File: src/rtl/alu_flags_pkg.sv
`timescale 1ns/1ps
package alu_flags_pkg;

  // opcode values seen on the opCode port
  typedef enum logic [3:0] {
    OP_ADD  = 4'd0,
    OP_SUB  = 4'd1,
    OP_ADC  = 4'd2,
    OP_SBB  = 4'd3,
    OP_INC  = 4'd4,
    OP_DEC  = 4'd5,
    OP_NEG  = 4'd6,
    OP_AND  = 4'd7,
    OP_OR   = 4'd8,
    OP_XOR  = 4'd9,
    OP_NOT  = 4'd10,
    OP_TEST = 4'd11
  } aluOp_e;

  // carry-in source for the adder
  typedef enum logic [1:0] {
    CIN_ZERO, CIN_ONE, CIN_FLAG, CIN_NFLAG
  } cinSel_e;

  typedef enum logic [1:0] {
    LOG_AND, LOG_OR, LOG_XOR, LOG_NOT
  } logicSel_e;

  // strobes from control to datapath / output stage
  typedef struct packed {
    logic      legal;
    logic      arith;     // adder result, else logic result
    logic      negate;    // adder computes 0 - srcA
    logic      constB;    // second adder input is the constant one
    logic      invB;      // invert second adder input
    cinSel_e   cinSel;
    logic      borrow;    // carry flag reports borrow
    logicSel_e logicSel;
    logic      wrDest;
    logic      updC;
    logic      updV;
    logic      updZS;
  } aluCtrl_t;

endpackage

File: src/rtl/alu_flags_ctrl.sv
`timescale 1ns/1ps
module alu_flags_ctrl
  import alu_flags_pkg::*;
(
  input  logic [3:0] opCode,
  output aluCtrl_t   ctrl
);

  always_comb begin
    ctrl = '0;
    ctrl.legal  = 1'b1;
    ctrl.wrDest = 1'b1;
    ctrl.updC   = 1'b1;
    ctrl.updV   = 1'b1;
    ctrl.updZS  = 1'b1;
    case (opCode)
      OP_ADD: ctrl.arith = 1'b1;
      OP_ADC: begin
        ctrl.arith  = 1'b1;
        ctrl.cinSel = CIN_FLAG;
      end
      OP_SUB: begin
        ctrl.arith  = 1'b1;
        ctrl.invB   = 1'b1;
        ctrl.cinSel = CIN_ONE;
        ctrl.borrow = 1'b1;
      end
      OP_SBB: begin
        ctrl.arith  = 1'b1;
        ctrl.invB   = 1'b1;
        ctrl.cinSel = CIN_NFLAG;
        ctrl.borrow = 1'b1;
      end
      OP_INC: begin
        ctrl.arith  = 1'b1;
        ctrl.constB = 1'b1;
        ctrl.updC   = 1'b0;
      end
      OP_DEC: begin
        ctrl.arith  = 1'b1;
        ctrl.constB = 1'b1;
        ctrl.invB   = 1'b1;
        ctrl.cinSel = CIN_ONE;
        ctrl.updC   = 1'b0;
      end
      OP_NEG: begin
        ctrl.arith  = 1'b1;
        ctrl.negate = 1'b1;
        ctrl.invB   = 1'b1;
        ctrl.cinSel = CIN_ONE;
        ctrl.borrow = 1'b1;
      end
      OP_AND:  ctrl.logicSel = LOG_AND;
      OP_OR:   ctrl.logicSel = LOG_OR;
      OP_XOR:  ctrl.logicSel = LOG_XOR;
      OP_NOT: begin
        ctrl.logicSel = LOG_NOT;
        ctrl.updC  = 1'b0;
        ctrl.updV  = 1'b0;
        ctrl.updZS = 1'b0;
      end
      OP_TEST: begin
        ctrl.logicSel = LOG_AND;
        ctrl.wrDest   = 1'b0;
      end
      default: ctrl = '0;
    endcase
  end

endmodule

File: src/rtl/alu_flags_dpath.sv
`timescale 1ns/1ps
module alu_flags_dpath
  import alu_flags_pkg::*;
#(
  parameter int DATA_W   = 32,
  parameter int NARROW_W = 8,
  parameter int MID_W    = 16
) (
  input  aluCtrl_t          ctrl,
  input  logic [1:0]        sizeSel,
  input  logic [DATA_W-1:0] srcA,
  input  logic [DATA_W-1:0] srcB,
  input  logic              carryIn,
  output logic [DATA_W-1:0] res,
  output logic              cOut,
  output logic              vOut,
  output logic              zOut,
  output logic              sOut
);

  localparam logic [DATA_W-1:0] MASK_N = {{(DATA_W-NARROW_W){1'b0}}, {NARROW_W{1'b1}}};
  localparam logic [DATA_W-1:0] MASK_M = {{(DATA_W-MID_W){1'b0}}, {MID_W{1'b1}}};
  localparam logic [DATA_W-1:0] ONE_W  = {{(DATA_W-1){1'b0}}, 1'b1};

  logic [DATA_W-1:0] widthMask, aOp, bRaw, bOp, arithRes, logicRes;
  logic [DATA_W:0]   sumFull;
  logic              cin, cRaw, aTop, bTop, rTop;

  always_comb begin
    case (sizeSel)
      2'd0:    widthMask = MASK_N;
      2'd1:    widthMask = MASK_M;
      default: widthMask = '1;
    endcase
  end

  always_comb begin
    aOp  = ctrl.negate ? '0 : (srcA & widthMask);
    bRaw = ctrl.negate ? srcA : (ctrl.constB ? ONE_W : srcB);
    bOp  = (ctrl.invB ? ~bRaw : bRaw) & widthMask;
    case (ctrl.cinSel)
      CIN_ZERO:  cin = 1'b0;
      CIN_ONE:   cin = 1'b1;
      CIN_FLAG:  cin = carryIn;
      default:   cin = ~carryIn;
    endcase
    sumFull  = {1'b0, aOp} + {1'b0, bOp} + {{DATA_W{1'b0}}, cin};
    arithRes = sumFull[DATA_W-1:0] & widthMask;
    case (ctrl.logicSel)
      LOG_AND: logicRes = srcA & srcB;
      LOG_OR:  logicRes = srcA | srcB;
      LOG_XOR: logicRes = srcA ^ srcB;
      default: logicRes = ~srcA;
    endcase
    res = ctrl.arith ? arithRes : (logicRes & widthMask);
  end

  // top-of-width bits
  always_comb begin
    case (sizeSel)
      2'd0: begin
        cRaw = sumFull[NARROW_W];
        aTop = aOp[NARROW_W-1];
        bTop = bOp[NARROW_W-1];
        rTop = res[NARROW_W-1];
      end
      2'd1: begin
        cRaw = sumFull[MID_W];
        aTop = aOp[MID_W-1];
        bTop = bOp[MID_W-1];
        rTop = res[MID_W-1];
      end
      default: begin
        cRaw = sumFull[DATA_W];
        aTop = aOp[DATA_W-1];
        bTop = bOp[DATA_W-1];
        rTop = res[DATA_W-1];
      end
    endcase
    cOut = ctrl.arith & (cRaw ^ ctrl.borrow);
    vOut = ctrl.arith & (aTop == bTop) & (rTop != aTop);
    zOut = (res == '0);
    sOut = rTop;
  end

endmodule

File: src/rtl/alu_flags_top.sv
`timescale 1ns/1ps
module alu_flags_top
  import alu_flags_pkg::*;
#(
  parameter int DATA_W   = 32,
  parameter int NARROW_W = 8,
  parameter int MID_W    = 16
) (
  input  logic              clk,
  input  logic              rstN,
  input  logic              opValid,
  input  logic [3:0]        opCode,
  input  logic [1:0]        sizeSel,
  input  logic [DATA_W-1:0] srcA,
  input  logic [DATA_W-1:0] srcB,
  input  logic              carryIn,
  output logic              resValid,
  output logic [DATA_W-1:0] result,
  output logic              destWrite,
  output logic              carryFlag,
  output logic              ovfFlag,
  output logic              zeroFlag,
  output logic              signFlag,
  output logic              carryUpd,
  output logic              ovfUpd,
  output logic              zeroUpd,
  output logic              signUpd
);

  aluCtrl_t          ctrl;
  logic [DATA_W-1:0] dpRes;
  logic              dpC, dpV, dpZ, dpS, take;

  alu_flags_ctrl ctrlI (
    .opCode (opCode),
    .ctrl   (ctrl)
  );

  alu_flags_dpath #(
    .DATA_W   (DATA_W),
    .NARROW_W (NARROW_W),
    .MID_W    (MID_W)
  ) dpathI (
    .ctrl    (ctrl),
    .sizeSel (sizeSel),
    .srcA    (srcA),
    .srcB    (srcB),
    .carryIn (carryIn),
    .res     (dpRes),
    .cOut    (dpC),
    .vOut    (dpV),
    .zOut    (dpZ),
    .sOut    (dpS)
  );

  always_comb take = opValid & ctrl.legal;

  always_ff @(posedge clk or negedge rstN) begin
    if (!rstN) begin
      resValid  <= 1'b0;
      result    <= '0;
      destWrite <= 1'b0;
      carryFlag <= 1'b0;
      ovfFlag   <= 1'b0;
      zeroFlag  <= 1'b0;
      signFlag  <= 1'b0;
      carryUpd  <= 1'b0;
      ovfUpd    <= 1'b0;
      zeroUpd   <= 1'b0;
      signUpd   <= 1'b0;
    end else begin
      resValid  <= opValid;
      result    <= take ? dpRes : '0;
      destWrite <= take & ctrl.wrDest;
      carryUpd  <= take & ctrl.updC;
      ovfUpd    <= take & ctrl.updV;
      zeroUpd   <= take & ctrl.updZS;
      signUpd   <= take & ctrl.updZS;
      carryFlag <= take & ctrl.updC & dpC;
      ovfFlag   <= take & ctrl.updV & dpV;
      zeroFlag  <= take & ctrl.updZS & dpZ;
      signFlag  <= take & ctrl.updZS & dpS;
    end
  end

endmodule

File: config.mk
export PLATFORM = sky130hd
export DESIGN_NAME = alu_flags_top
export DESIGN_NICKNAME = d
export VERILOG_FILES = /design/src/rtl/alu_flags_pkg.sv /design/src/rtl/alu_flags_ctrl.sv /design/src/rtl/alu_flags_dpath.sv /design/src/rtl/alu_flags_top.sv
export SDC_FILE = /design/constraint.sdc
export NUM_CORES = 1
export LEC_CHECK = 0
export ABC_AREA = 1
export BUFFER_PORTS_ARGS = -buffer_cell sky130_fd_sc_hd__buf_2
export CAP_MARGIN = 20
export CORE_MARGIN = 4
export CORE_UTILIZATION = 64
export DETAILED_ROUTE_END_ITERATION = 16
export MAX_ROUTING_LAYER = met4
export PLACE_DENSITY = 0.93
export SLEW_MARGIN = 20
export SYNTH_ARGS = -nofsm -noshare
export SYNTH_HDL_FRONTEND = slang
export SYNTH_SLANG_ARGS = --single-unit
File: constraint.sdc
create_clock -name clk -period 1.3 [get_ports clk]
set_input_delay 0.26 -clock clk [delete_from_list [all_inputs] [get_ports clk]]
set_output_delay 0.26 -clock clk [all_outputs]
set_load 0.005 [all_outputs]
==> results of run 1 <==
cell usage after synthesis (2+ instances only):
library cell  instances  area [um2]
nand3b_1              8        60.1
buf_6                 8        90.1
a211oi_1              2        15.0
buf_4                 5        37.5
nor2_2                4        25.0
o211ai_1             11        82.6
nor3_1               14        70.1
nand3_1              88         440
o21ai_0              49         245
xnor2_1              11        96.3
inv_1               203         762
dfrtp_1              40        1000
or2_2                 2        12.5
o21bai_1              8        60.1
a221oi_1              2        17.5
o21ai_1               3        15.0
clkbuf_1             19        71.3
buf_2                 9        45.0
fa_1                  2        40.0
nand4_1               8        50.1
a21oi_1              56         280
nand2_2               2        12.5
ha_1                 95        1190
o22ai_1              31         194
a221oi_2              2        30.0
xor2_1                9        78.8
nand2_1             312        1170
nor2_1              168         631
a31oi_1              11        68.8
a21o_1                2        15.0
inv_2                 2        7.51
o2111ai_1             2        17.5
stage by stage:
step / hold slack [ns] / setup slack (ns) / area, um2 / util / TNS (ns)
3_3_place_gp: 0.318 / -1.95 / 9860 / 0.938 / -57.59
2_1_floorplan: -0.0356 / -1.65 / 7150 / - / -44.16
3_5_place_dp: 0.330 / -2.33 / 9860 / 0.938 / -67.79
cell families after synthesis:
kind of cell | synth area share
and+or+nand+nor | 0.357
buffers and inverters | 0.145
AOI/OAI and AO/OA | 0.153
adders and majority gates | 0.175
DFF | 0.143
xor gates and xnor gates | 0.0273
==> flow_metrics.py, run 1 <==
metrics = {
    "logic_synthesis": {
        "synth_cells": 1195,
        "synth_warnings": 0,
        "ys_async_sr_fraction": 1.00,
        "ys_ff_latch": 40,
        "synth.distinct_cells": 39,
        "synth_nets": 1366,
        "synth_area_um2": 7010,
        "synth_flop_cell": "dfrtp_1",
        "synth_seq_area_share": 0.143,
        "synth_enable_flop_cells": 0,
        "synth.avg_cell_area_um2": 5.86,
    },
    "clock_network": {
        "cts_buffers": 5,
        "ctsLongestPathBuffers": 2,
        "postCtsSetupBuffers": 56,
        "cts.sinks": 40,
        "h-tree-depth": 2,
        "clockRootBuffer": "clkbuf_8",
        "hold_buffers": 0,
        "cts_resized": 343,
    },
    "floorplan": {
        "ios": 116,
        "dieHeight_um": 113,
        "std_cell_rows": 37,
        "start_util": 0.667,
        "chipWidth_um": 113,
    },
    "placement": {
        "hpwl_um": 26700,
        "dp_cells": 1685,
        "io_buffers": 115,
        "gp_congestion": 1.15,
    },
    "run_status": {
        "outcome": "aborted with a tool error",
        "failing_step": "clock tree synthesis (4_1_cts)",
        "stop_error": "[ERROR DPL-0038] Utilization greater than 100%, impossible to legalize",
    },
}
==> run 2, diff against run 1 <==
- CORE_UTILIZATION: 64 -> 40
- MAX_ROUTING_LAYER: met4 -> default
- PLACE_DENSITY: 0.93 -> default
- PLACE_DENSITY_LB_ADDON: default -> 0.15
==> run 2 against run 1 <==
Against the previous run: the flow now finishes, with violations (negative setup slack); synthesized cell count unchanged; area after synthesis unchanged.
==> flow_metrics.py, run 2 <==
metrics = {
    "placement": {
        "pre_cts_ws_ns": -2.15,
        "hpwl_um": 21900,
        "io_buffers": 115,
        "dp_cells": 1817,
        "gp_congestion": 1.00,
        "placed_area_um2": 10300,
    },
    "drt": {
        "first_pass_iters": 5,
        "vias_per_cell": 5.19,
        "post-route-drc-count": 0,
        "vias": 9871,
        "drt_iter0_drc": 823,
        "post_drt_wl_per_cell_um": 16.3,
        "drt_wl_total_um": 31100,
        "ant_nets": 0,
    },
    "logic_synthesis": {
        "synth.distinct_cells": 39,
        "synth_top_family_by_area": "simple AND/OR/NAND/NOR gates",
        "synth_fa_ha_area_frac": 0.175,
        "synth_area_leaders": "ha_1, nand2_1, dfrtp_1",
        "yosysTopAreaCell": "ha_1",
        "synth_flop_cell": "dfrtp_1",
        "ys_async_sr_fraction": 1.00,
        "synth_warnings": 0,
        "synth_xor_xnor_area_share": 0.0273,
        "synth_nets": 1366,
        "yosysMostFrequentCell": "nand2_1",
        "synth_top_area_frac": 0.170,
        "synth_commonest_cells": "nand2_1, inv_1, nor2_1",
        "synth_seq_area_share": 0.143,
        "synth_cells": 1195,
        "ys_ff_latch": 40,
        "synth_compound_area_frac": 0.153,
        "synth_area_um2": 7010,
        "synth-simple-area-share": 0.357,
        "synth.avg_cell_area_um2": 5.86,
        "synth_enable_flop_cells": 0,
        "synthMuxAreaShare": 0,
    },
    "critical_path": {
        "cp.required_ns": 1.51,
        "worst-setup-path-type": "in2reg",
        "worstSetupStartpointType": "input pin",
        "crit_arrival_ns": 3.29,
        "crit_path_end_kind": "flip-flop",
        "path_cells": "buf_8 -> buf_6 -> nor3_4 -> buf_6 -> o22ai_4 -> xnor2_1 -> nor2_1 -> ha_1 -> nand2_1 -> nand2_2 -> a21oi_4 -> buf_6 -> nor2_4 -> nor2_4 -> nand2_2 -> nand2_1 -> nand3_2 -> nand3_2 -> nand3_1 -> nor2_1 -> nand4_1 -> nor2_1",
        "startpoint": "opCode[3]",
        "slowest_delay_ns": 0.37,
        "cp_slowest_cell": "ha_1",
        "crit_fanout": 8,
    },
    "floorplan": {
        "std_cell_rows": 48,
        "core_um2": 17200,
        "start_util": 0.407,
        "dieArea_um2": 19700,
        "dieHeight_um": 140,
        "ios": 116,
        "chipWidth_um": 140,
    },
    "pwr": {
        "p_leak_nw": 7.03,
        "power.density_nw_per_um2": 694,
        "ir_worst_vdd_uv": 818,
    },
    "timing": {
        "finalSetupTns_ns": -49.11,
        "setup_viol": 36,
        "slew_viol_final": 0,
        "period_share": 2.37,
        "min_period_ns": 3.08,
        "whs_ns": 0.0212,
        "worst_slack_ns": -1.78,
        "grt_setup_unrepaired": "true",
        "finalHoldViolations": 0,
        "relSlewSlack": 0.559,
        "tightestPinTransition_ns": 0.659,
        "fmax_ghz": 0.325,
    },
    "final_layout": {
        "multi_input_area_um2": 6830,
        "final_nets": 1847,
        "regArea_um2": 1000,
        "n_antenna_cell": 0,
        "instances_no_fill": 1902,
        "largest_reg_flops": 32,
        "final_cell_mix": "buf_4, nand2_1, inv_1",
        "regMostFlops": "result",
        "final_common_cell": "buf_4",
        "syn2layout_area_growth_pct": 86.2,
        "fillCellCount": 1239,
        "stdcell_area_um2": 13100,
        "drive_gt1_frac": 0.525,
    },
    "run_status": {
        "outcome": "finished, violations left",
        "violations": "negative setup slack",
    },
    "clock_network": {
        "cts_tree": "built",
        "ctsLongestPathBuffers": 2,
        "clockRootBuffer": "clkbuf_16",
        "cts.sinks": 40,
        "hold_buffers": 0,
        "path_clk_slew_ns": 0.06,
        "h-tree-depth": 2,
        "cts_buffers": 5,
    },
    "grt": {
        "grt_pass1_vias": 9059,
        "grt_pass1_wl_um": 44800,
        "grt_usage": 0.278,
        "antenna_found_initial": 0,
        "grt.overflow.total": 0,
        "grt_max_degree": 41,
    },
    "worst_hold_path": {
        "min_path_type": "in2async",
    },
    "flow_run": {
        "maxCapViolCount": 0,
    },
}
==> run 2: cell counts after synthesis <==
No cell type changed its count.
==> run 2: cell families after synthesis <==
| family | after synthesis |
|---|---|
| fa+ha+maj | 97 |
| xor+xnor | 21 |
| buf+inv | 247 |
| simple gates | 609 |
| flops | 40 |
| compound gates | 181 |
==> run 2: final timing paths <==
check                                  endpoint  slack (ns)  cells after the start
worst max-delay path         zeroFlag$_DFF_PN0_       -1.78                     22
worst min-delay path        result[0]$_DFF_PN0_        0.02                      2
max in group asynchronous  result[31]$_DFF_PN0_        0.94                      2
min in group clk             resValid$_DFF_PN0_        0.19                      2
==> run 2: cell type report <==
class	instances	share of cell area
clock buffer	6	0.00988
clock inverter	2	0.00268
inverter	205	0.0597
multi-input combinational	908	0.523
sequential	40	0.0767
tap	225	0.0216
timing repair buffer	516	0.306
==> run 2: power by group <==
part / internal, mW / leakage, nW / switching (mW)
combinational: 2.99 / 6.42 / 3.40
sequential: 1.33 / 0.537 / 0.0162
clock: 0.901 / 0.0808 / 0.432
==> run 2: critical path, delay by kind of cell <==
family / cells / cell delay (ns)
AND/OR/NAND/NOR: 14 / 1.63
buffers and inverters: 4 / 0.57
adder cells (fa/ha/maj): 1 / 0.37
AO/OA/AOI/OAI: 2 / 0.30
XOR/XNOR: 1 / 0.16
==> run 2: what timing repair did <==
action                                  in CTS  in global routing
pin swaps                                  130                156
gates cloned                                 3                  0
buffers inserted                            64                 23
gates resized for setup                    281                230
endpoints found under the setup margin      36                 37
==> run 2: through the flow <==
step           total power, mW   util
2_1_floorplan             3.56      -
4_1_cts                   8.05  0.698
5_1_grt                   9.58  0.757
3_3_place_gp              5.67  0.597
3_5_place_dp              5.71  0.597
6_report                  9.06  0.757
==> run 2: routing by layer <==
layer  vias up  track usage  part of all wire
met5         -            0                 0
met4         0       0.0607             0.032
met3        87       0.0249             0.079
met2       463        0.441              0.45
met1      4552        0.410              0.44
li1       4769            -                 -
No activity file was read; power rests on OpenSTA's default activity.
